File: src/rtl/csdec_pkg.sv
package csdec_pkg;
    localparam int NBANK   = 8;
    localparam int IDXW    = $clog2(NBANK);
    localparam int FLDW    = 9;
    localparam int BASE_LO = 23;
    localparam int MASK_LO = 7;

    typedef struct packed {
        logic [FLDW-1:0] base;
        logic [FLDW-1:0] mask;
        logic [1:0]      mode;
        logic            en;
    } bank_t;

    typedef enum logic {ST_QUIET, ST_ARMED} ctl_t;

    function automatic logic mode_ok(input logic [1:0] m);
        return (m == 2'b01) || (m == 2'b10);
    endfunction
endpackage

File: src/rtl/csdec_regs.sv
module csdec_regs
    import csdec_pkg::*;
#(
    parameter int NB = NBANK,
    localparam int IW = $clog2(NB)
) (
    input  logic          clk,
    input  logic          rst_n,
    input  logic          wr_en,
    input  logic [IW-1:0] wr_idx,
    input  logic [31:0]   wr_data,
    input  logic [IW-1:0] rd_idx,
    output logic [31:0]   rd_data,
    output bank_t         banks [NB],
    output logic [NB-1:0] written
);
    always_ff @(posedge clk) begin
        if (!rst_n) begin
            written <= '0;
        end else if (wr_en) begin
            written[wr_idx] <= 1'b1;
        end
    end

    for (genvar g = 0; g < NB; g++) begin : g_store
        always_ff @(posedge clk) begin
            if (wr_en && wr_idx == IW'(g)) begin
                banks[g].base <= wr_data[BASE_LO +: FLDW];
                banks[g].mask <= wr_data[MASK_LO +: FLDW];
                banks[g].mode <= wr_data[2:1];
                banks[g].en   <= wr_data[0];
            end
        end
    end

    always_comb begin
        rd_data = '0;
        if (written[rd_idx]) begin
            rd_data[BASE_LO +: FLDW] = banks[rd_idx].base;
            rd_data[MASK_LO +: FLDW] = banks[rd_idx].mask;
            rd_data[2:1]             = banks[rd_idx].mode;
            rd_data[0]               = banks[rd_idx].en;
        end
    end
endmodule

File: src/rtl/csdec_match.sv
module csdec_match
    import csdec_pkg::*;
#(
    parameter int NB = NBANK
) (
    input  bank_t           banks [NB],
    input  logic [NB-1:0]   written,
    input  logic [FLDW-1:0] afield,
    output logic [NB-1:0]   match,
    output logic [NB-1:0]   live
);
    for (genvar g = 0; g < NB; g++) begin : g_cmp
        assign live[g]  = written[g] && banks[g].en;
        assign match[g] = live[g] && mode_ok(banks[g].mode)
                          && (((afield ^ banks[g].base) & ~banks[g].mask) == '0);
    end
endmodule

File: src/rtl/csdec_prio.sv
module csdec_prio #(
    parameter int NB = 8,
    localparam int IW = $clog2(NB)
) (
    input  logic [NB-1:0] req,
    output logic [NB-1:0] grant,
    output logic [IW-1:0] idx,
    output logic          multi
);
    always_comb begin
        grant = '0;
        idx   = '0;
        for (int i = NB - 1; i >= 0; i--) begin
            if (req[i]) begin
                grant = '0;
                grant[i] = 1'b1;
                idx = IW'(i);
            end
        end
        multi = $countones(req) > 1;
    end
endmodule

File: src/rtl/csdec_top.sv
module csdec_top
    import csdec_pkg::*;
(
    input  logic             clk,
    input  logic             rst_n,
    input  logic             wr_en,
    input  logic [IDXW-1:0]  wr_idx,
    input  logic [31:0]      wr_data,
    input  logic [IDXW-1:0]  rd_idx,
    output logic [31:0]      rd_data,
    input  logic             addr_vld,
    input  logic [31:0]      addr,
    output logic [NBANK-1:0] cs_o,
    output logic [1:0]       mode_o,
    output logic [IDXW-1:0]  bank_o,
    output logic             hit_o,
    output logic             nohit_o,
    output logic             multi_o
);
    bank_t            banks [NBANK];
    logic [NBANK-1:0] written, match, live, grant;
    logic [IDXW-1:0]  widx;
    logic             wmulti;
    ctl_t             st_q, st_d;

    csdec_regs #(.NB(NBANK)) u_regs (
        .clk(clk), .rst_n(rst_n), .wr_en(wr_en), .wr_idx(wr_idx),
        .wr_data(wr_data), .rd_idx(rd_idx), .rd_data(rd_data),
        .banks(banks), .written(written)
    );

    csdec_match #(.NB(NBANK)) u_match (
        .banks(banks), .written(written), .afield(addr[BASE_LO +: FLDW]),
        .match(match), .live(live)
    );

    csdec_prio #(.NB(NBANK)) u_prio (
        .req(match), .grant(grant), .idx(widx), .multi(wmulti)
    );

    // Controller state: ARM when a live bank exists, DISARM when none is left
    always_ff @(posedge clk) begin
        if (!rst_n) st_q <= ST_QUIET;
        else        st_q <= st_d;
    end

    always_comb begin
        st_d = st_q;
        unique case (st_q)
            ST_QUIET: if (|live)  st_d = ST_ARMED;
            ST_ARMED: if (!(|live)) st_d = ST_QUIET;
        endcase
    end

    // Decode results are registered on the address strobe
    always_ff @(posedge clk) begin
        if (!rst_n) begin
            cs_o    <= '0;
            mode_o  <= '0;
            bank_o  <= '0;
            hit_o   <= 1'b0;
            nohit_o <= 1'b0;
            multi_o <= 1'b0;
        end else if (addr_vld) begin
            unique case (st_q)
                ST_QUIET: begin
                    cs_o    <= '0;
                    mode_o  <= '0;
                    bank_o  <= '0;
                    hit_o   <= 1'b0;
                    nohit_o <= 1'b1;
                    multi_o <= 1'b0;
                end
                ST_ARMED: begin
                    cs_o    <= grant;
                    mode_o  <= (|match) ? banks[widx].mode : 2'b00;
                    bank_o  <= widx;
                    hit_o   <= |match;
                    nohit_o <= ~(|match);
                    multi_o <= wmulti;
                end
            endcase
        end
    end
endmodule

File: config.mk
export PLATFORM = sky130hd
export DESIGN_NAME = csdec_top
export DESIGN_NICKNAME = d
export VERILOG_FILES = /design/src/rtl/csdec_pkg.sv /design/src/rtl/csdec_regs.sv /design/src/rtl/csdec_match.sv /design/src/rtl/csdec_prio.sv /design/src/rtl/csdec_top.sv
export SDC_FILE = /design/constraint.sdc
export NUM_CORES = 1
export LEC_CHECK = 0
export BUFFER_PORTS_ARGS = -buffer_cell sky130_fd_sc_hd__buf_2
export CORE_MARGIN = 2
export CORE_UTILIZATION = 58
export CTS_BUF_LIST = sky130_fd_sc_hd__clkbuf_4 sky130_fd_sc_hd__clkbuf_8 sky130_fd_sc_hd__clkbuf_16
export DETAILED_ROUTE_END_ITERATION = 8
export PLACE_DENSITY = 0.82
export SYNTH_ARGS = -nofsm -noshare
export SYNTH_HDL_FRONTEND = slang
export SYNTH_SLANG_ARGS = --single-unit
File: constraint.sdc
create_clock -name clk -period 5.25 [get_ports clk]
set_input_delay 0.2625 -clock clk [delete_from_list [all_inputs] [get_ports clk]]
set_output_delay 0.2625 -clock clk [all_outputs]
set_load 0.005 [all_outputs]
# ---- After elaboration in Yosys (flattened, before gate mapping)
# Cells that the tools add are included.
dict set report word_totals {
  word_cells 194
  ff_bits 193
}
dict set report classes {
  addsub 7
  mux 37
  n_bitwise 29
  eq_ne 23
  order_cmp 6
  n_reduce_logical 52
}
# operator count
set op_table {}
lappend op_table {{binary-select mux 21 bit (select 3 bit)} 2}
lappend op_table {{adder 32 bit} 3}
lappend op_table {{bitwise AND 9 bit} 8}
lappend op_table {{logical NOT 9 bit} 8}
lappend op_table {{NOT 9 bit} 8}
lappend op_table {{bitwise XOR 9 bit} 8}
lappend op_table {{two-way mux 8 bit} 8}
lappend op_table {{two-way mux 21 bit} 2}
lappend op_table {{logical AND 1 bit} 33}
lappend op_table {{two-way mux 3 bit} 11}
lappend op_table {{greater-than comparator 32 x 2 -> 1 bit, second input constant} 1}
lappend op_table {{two-way mux 9 bit} 2}
lappend op_table {{equality test 2 x 1 -> 1 bit, second input constant} 8}
lappend op_table {{equality test 2 bit, second input constant} 8}
lappend op_table {{one-hot mux 8 bit (2 select lines)} 1}
lappend op_table {{OR reduction 8 bit} 2}
lappend op_table {{equality test 3 bit, second input constant} 4}
lappend op_table {{adder 1 x 1 -> 2 bit} 4}
lappend op_table {{greater-or-equal comparator 4 bit, second input constant} 2}
lappend op_table {{logical OR 1 bit} 8}
lappend op_table {{less-than comparator 3 x 4 -> 1 bit, second input constant} 2}
lappend op_table {{NOT 3 -> 4 bit} 2}
lappend op_table {{bitwise OR 8 bit} 1}
lappend op_table {{equality test 3 x 2 -> 1 bit, second input constant} 2}
lappend op_table {{other kinds (11)} 16}

# ---- Longest topological paths before layout
dict set report depth {
  ltp_word 18
  depth_mapped 18
  ltp_nobuf 16
}

# ---- Cells and area by module
# A second synthesis with hierarchy kept.
dict set report unflattened {
  hier_cells 578
  hier_area_um2 9067.4
}
# mod area_per_inst_um2 n_inst cells_each seq_area_each_um2
set modules_own_cells {}
lappend modules_own_cells {csdec_regs 6807.8 1 312 5205.0}
lappend modules_own_cells {csdec_match 1166.1 1 145 0.0}
lappend modules_own_cells {csdec_top 775.7 1 81 340.3}
lappend modules_own_cells {csdec_prio 317.8 1 40 0.0}

# ---- Worst setup path before layout
# No wires, ideal clock.
dict set report synth_path {
  kind {reg2reg}
  from {reg, netlist name u_regs.banks[163]}
  to {reg multi_o}
  arrival_ns 3.556
  period_less_slack_ns 3.681
  setup_time_ns 0.125
  path_slack_ns 1.569
  path_buffers 1
  stages_incl_launch_ff 18
  t_required_ns 5.125
  cell_sequence {edfxtp_1 -> xnor2_2 -> o22a_1 -> o221ai_1 -> or4_1 -> buf_6 -> inv_1 -> ha_1 -> inv_1 -> fa_1 -> inv_1 -> fa_1 -> ha_1 -> inv_1 -> fa_1 -> nand2_1 -> o211ai_1 -> a21boi_0}
}
dict set report synth_via {
  elab_chain_cells 9
}
# element line_no
set synth_lines {}
lappend synth_lines {{bitwise XOR 9 bit} csdec_match.sv:15} ;# && (((afield ^ banks[g].base) & ~banks[g].mask) == '0);
lappend synth_lines {{bitwise AND 9 bit} csdec_match.sv:15}
lappend synth_lines {{logical NOT 9 bit} csdec_match.sv:15}
lappend synth_lines {{logical AND 1 bit} csdec_match.sv:15}
lappend synth_lines {{adder 1 x 1 -> 2 bit (not written as such)} csdec_prio.sv:20} ;# multi = $countones(req) > 1;
lappend synth_lines {{adder 32 bit (not written as such) (2 in series)} csdec_prio.sv:20}
lappend synth_lines {{greater-than comparator 32 x 2 -> 1 bit} csdec_prio.sv:20}
lappend synth_lines {{one-hot mux 1 bit (2 select lines)} csdec_top.sv:65} ;# unique case (st_q)
lappend synth_lines {{end signal: assignment} csdec_top.sv:80} ;# multi_o <= wmulti;
lappend synth_lines {{end: declaration} csdec_top.sv:18} ;# output logic multi_o
# No other way between the ends.
# A chain may end at the register's enable or synchronous reset.

# ---- Final worst setup path
dict set report layout_path {
  from {reg, netlist name u_regs.banks[140]}
  to {reg multi_o}
}
dict set report layout_via {
  elab_chain_cells 9
}
# element line_no
set layout_lines {}
lappend layout_lines {{bitwise XOR 9 bit} csdec_match.sv:15}
lappend layout_lines {{bitwise AND 9 bit} csdec_match.sv:15}
lappend layout_lines {{logical NOT 9 bit} csdec_match.sv:15}
lappend layout_lines {{logical AND 1 bit} csdec_match.sv:15}
lappend layout_lines {{adder 1 x 1 -> 2 bit (not written as such)} csdec_prio.sv:20}
lappend layout_lines {{adder 32 bit (not written as such) (2 in series)} csdec_prio.sv:20}
lappend layout_lines {{greater-than comparator 32 x 2 -> 1 bit} csdec_prio.sv:20}
lappend layout_lines {{one-hot mux 1 bit (2 select lines)} csdec_top.sv:65}
# No other way between the ends.

==> flow_summary_export.csv <==
group,metric,value,unit
placement,hpwl,14700,µm
power,internal_power,2.50,mW
die,die_area,16900,µm²
placement,globalplace.congestion,0.890,
worst_setup_path,crit_fanout,5,
worst_setup_path,cp_cell_sequence,"xnor2_1 > o22ai_1 > nor4_1 > o211ai_4 > inv_1 > ha_1 > inv_1 > fa_1 > inv_1 > fa_1 > ha_1 > inv_1 > fa_1 > nand2_1 > o211ai_1 > a21boi_0",
global_route,grt_max_degree,45,
route,route.top_layer_used,"met4",
route,drc,0,
route,routed_wl,21700,µm
route,routed_via_density,6.17,
job,maxCapViolCount,0,
status,status,"finished clean",
logic_synthesis,synth-async-reset-ratio,0,%
die,core,15700,µm²
logic_synthesis,synth.area.top_cells,"edfxtp_1 55%, mux4_2 11%, xnor2_1 6.6%",
timing,drv_slew,0,
logic_synthesis,ys_warn_count,0,
clocking,postCtsHoldBufs,0,
global_route,grt_pass1_vias,5737,
route,route.antenna.remaining_nets,0,
timing,hold_viol_final,0,
power,peakVddDrop,0.000220,V
global_route,track_usage,27.1,%
logic_synthesis,synth_common_cells,"168 x edfxtp_1, 70 x xnor2_1, 44 x mux4_2",
placement,pre_cts_slack,0.783,ns
cells_and_area,final_nets,764,
power,powerDensity,312,nW/µm²
power,power.switching,0.720,mW
die,die_x,130,µm
route,wl_met3,1840,µm
worst_setup_path,crit_arrival,4.71,ns
clocking,clock_sinks,193,
timing,slew_headroom,35.1,%
worst_setup_path,rr_endpoint,"multi_o$_SDFFE_PN0P_",
cells_and_area,area_delta_synth_final,11.6,%
worst_setup_path,ff2ff_setup_slack,0.85,ns
route,avgRoutedWirePerCell,24.1,µm
clocking,root_buffer,"clkbuf_16",
timing,finalCritPeriodShare,83.8,%
logic_synthesis,yosys.area.top_type,"edfxtp_1",
placement,io_buffers,76,
logic_synthesis,syn_area_per_cell,15.5,µm²
die,top_level_ports,122,
timing,period_minus_slack,4.40,ns
worst_setup_path,critPathRequiredTime,5.56,ns
route,wl_met2,11000,µm
global_route,antenna_found_initial,0,
route,vias,5550,
worst_setup_path,path_common_cell,"inv_1",
clocking,cts_made_buffers,17,
worst_setup_path,reg2reg_depth,16,
timing,fin_ws,0.851,ns
cells_and_area,register_area,5550,µm²
timing,fin_worst_skew,0.00888,ns
clocking,cts_resized,0,
timing,fmax,0.227,GHz
logic_synthesis,yosys_most_used_dff,"edfxtp_1",
power,leakage,3.60,nW
timing,tightest_slew,0.954,ns
worst_hold_path,hp-start,"wr_data[26]",
route,met1_length,8140,µm
worst_setup_path,cpPeakStageDelay,0.71,ns
clocking,clkTransAtPathRegs,0.07,ns
worst_setup_path,critical_path_class,"flip-flop to flip-flop",
timing,fin_setup_tns,0,ns
logic_synthesis,synth-seq-cells,193,
worst_setup_path,endpoint_kind,"flip-flop",
timing,setup_viol,0,
logic_synthesis,synth.distinct_cells,49,
logic_synthesis,synth_edf_count,168,
worst_hold_path,hold_end,"u_regs.banks[36]$_DFFE_PP_",
cells_and_area,drive_gt1_share,25.9,%
power,switching_share,22.4,%
logic_synthesis,post-synth-top-count-cell,"edfxtp_1",
cells_and_area,nFillCells,1094,
worst_setup_path,critPathLaunchType,"flip-flop",
worst_hold_path,holdCritPathClass,"primary input to flip-flop",
cells_and_area,multi_input_area,3390,µm²
die,initial_core_util,58.8,%
clocking,clock_latency,0.43,ns
cells_and_area,n_antenna_cell,0,
die,die_y,130,µm
global_route,grt_first_pass_wirelength,33000,µm
clocking,clockBufferDepth,2,
logic_synthesis,ys_seq_area_share,60.0,%
power,p_seq_share,54.4,%
timing,rsz0062_at_grt,"false",
logic_synthesis,netlist_instances,596,
die,rows,46,
clocking,cts_tree,"built",
route,dr.pass1.iters,5,
global_route,globalRouteOverflowTotal,0,
route,drtIter0Drc,631,
power,power_frac_comb,8.4,%
logic_synthesis,synth_area,9240,µm²
logic_synthesis,synth_top_area_share,54.6,%
worst_hold_path,worst_hold_path.num_cells,1,
worst_setup_path,reg2reg_from,"u_regs.banks[140]$_DFFE_PP_",
power,clock_power_share,37.2,%
clocking,post-cts-setup-buffers,0,
worst_setup_path,slowest_stage,"nor4_1",
clocking,htreeDepth,4,
[cell usage in the layout (no fill, tap or decap), types with 3 or more instances in the layout]
master	count
nor2_1	32
nor2b_1	5
and2_1	6
a21boi_0	4
buf_4	10
edfxtp_1	168
o21ai_1	4
clkbuf_16	17
mux4_2	44
buf_2	76
nand2_1	9
o21a_1	12
inv_1	28
mux2i_1	23
xnor2_1	70
clkinv_1	4
conb_1	11
mux4_1	4
fa_1	4
nand2b_1	6
dfxtp_1	25
o211ai_1	10
nor2_2	5
ha_1	15
clkinvlp_4	3
clkbuf_4	3
o21ai_0	3
nand3_1	4
o22ai_1	34
a21oi_1	5
nor3_1	3
a211oi_1	4
[layer usage]
layer,track usage (%),vias up
li1,-,2401
met1,35.1,2788
met2,45.0,309
met3,5.90,52
met4,11.3,0
met5,0,-
[critical path, delay by kind of cell (launching register included)]
kind / cells / cell delay, ns
buffers and inverters: 4 / 0.32
AND/OR/NAND/NOR: 2 / 0.77
flip-flops: 1 / 0.40
XOR/XNOR: 1 / 0.27
AO/OA/AOI/OAI: 4 / 0.68
adder cells (fa/ha/maj): 5 / 1.84
[sequential cells by signal, indices dropped and copies added (netlist names)]
name	count
cs_o	8
nohit_o	1
hit_o	1
u_regs.banks	168
multi_o	1
mode_o	2
bank_o	3
u_regs.written	8
st_q	1
[cells by family (layout without fill, tap and decap cells)]
kind of cell    count (synthesis)  count (layout)  synth area share [%]
xor+xnor                       72              72                  6.99
fa+ha+maj                      19              19                  2.90
simple gates                   82              82                  4.44
flops                         193             193                  60.0
buf+inv                        68             145                  4.04
compound gates                 89              89                  7.07
other cells                     1              11                0.0406
mux                            72              72                  14.5
[power groups by stage]
stage                     registers, mW  clock network, mW  logic (mW)
after global routing               1.75               1.26       0.290
after detailed placement           1.78                  0       0.267
after CTS                          1.75               1.21       0.270
final                              1.75               1.20       0.270
after floorplan                    1.77                  0       0.187
after global placement             1.78                  0       0.261
[layout make-up]
cell class	count	area share, %
clock buffers	20	4.35
clock inverters	11	0.874
inverters	28	1.02
multi-input cells	345	32.9
flip-flops and latches	193	53.8
well taps	216	2.62
repair buffers	86	4.42
[stage by stage]
step / std cells / power [mW] / util (%) / hold slack (ns) / cell area [µm²]
6_report: 899 / 3.22 / 65.6 / 0.0972 / 10300
5_1_grt: 899 / 3.30 / 65.6 / 0.106 / 10300
4_1_cts: 899 / 3.22 / 65.6 / 0.0854 / 10300
3_5_place_dp: 868 / 2.05 / 62.1 / 0.458 / 9760
3_3_place_gp: 868 / 2.04 / 62.1 / 0.449 / 9760
2_1_floorplan: 606 / 1.96 / - / 0.361 / 9270
[worst max path at each step]
stage / start / to / depth (start not counted)
after global routing: u_regs.banks[140]$_DFFE_PP_ / multi_o$_SDFFE_PN0P_ / 16
after detailed placement: addr[25] / multi_o$_SDFFE_PN0P_ / 17
final: u_regs.banks[140]$_DFFE_PP_ / multi_o$_SDFFE_PN0P_ / 16
after CTS: u_regs.banks[140]$_DFFE_PP_ / multi_o$_SDFFE_PN0P_ / 16
after global placement: addr[25] / multi_o$_SDFFE_PN0P_ / 17
after floorplan: u_regs.banks[163]$_DFFE_PP_ / multi_o$_SDFFE_PN0P_ / 17
No activity file was read; power rests on OpenSTA's default activity.
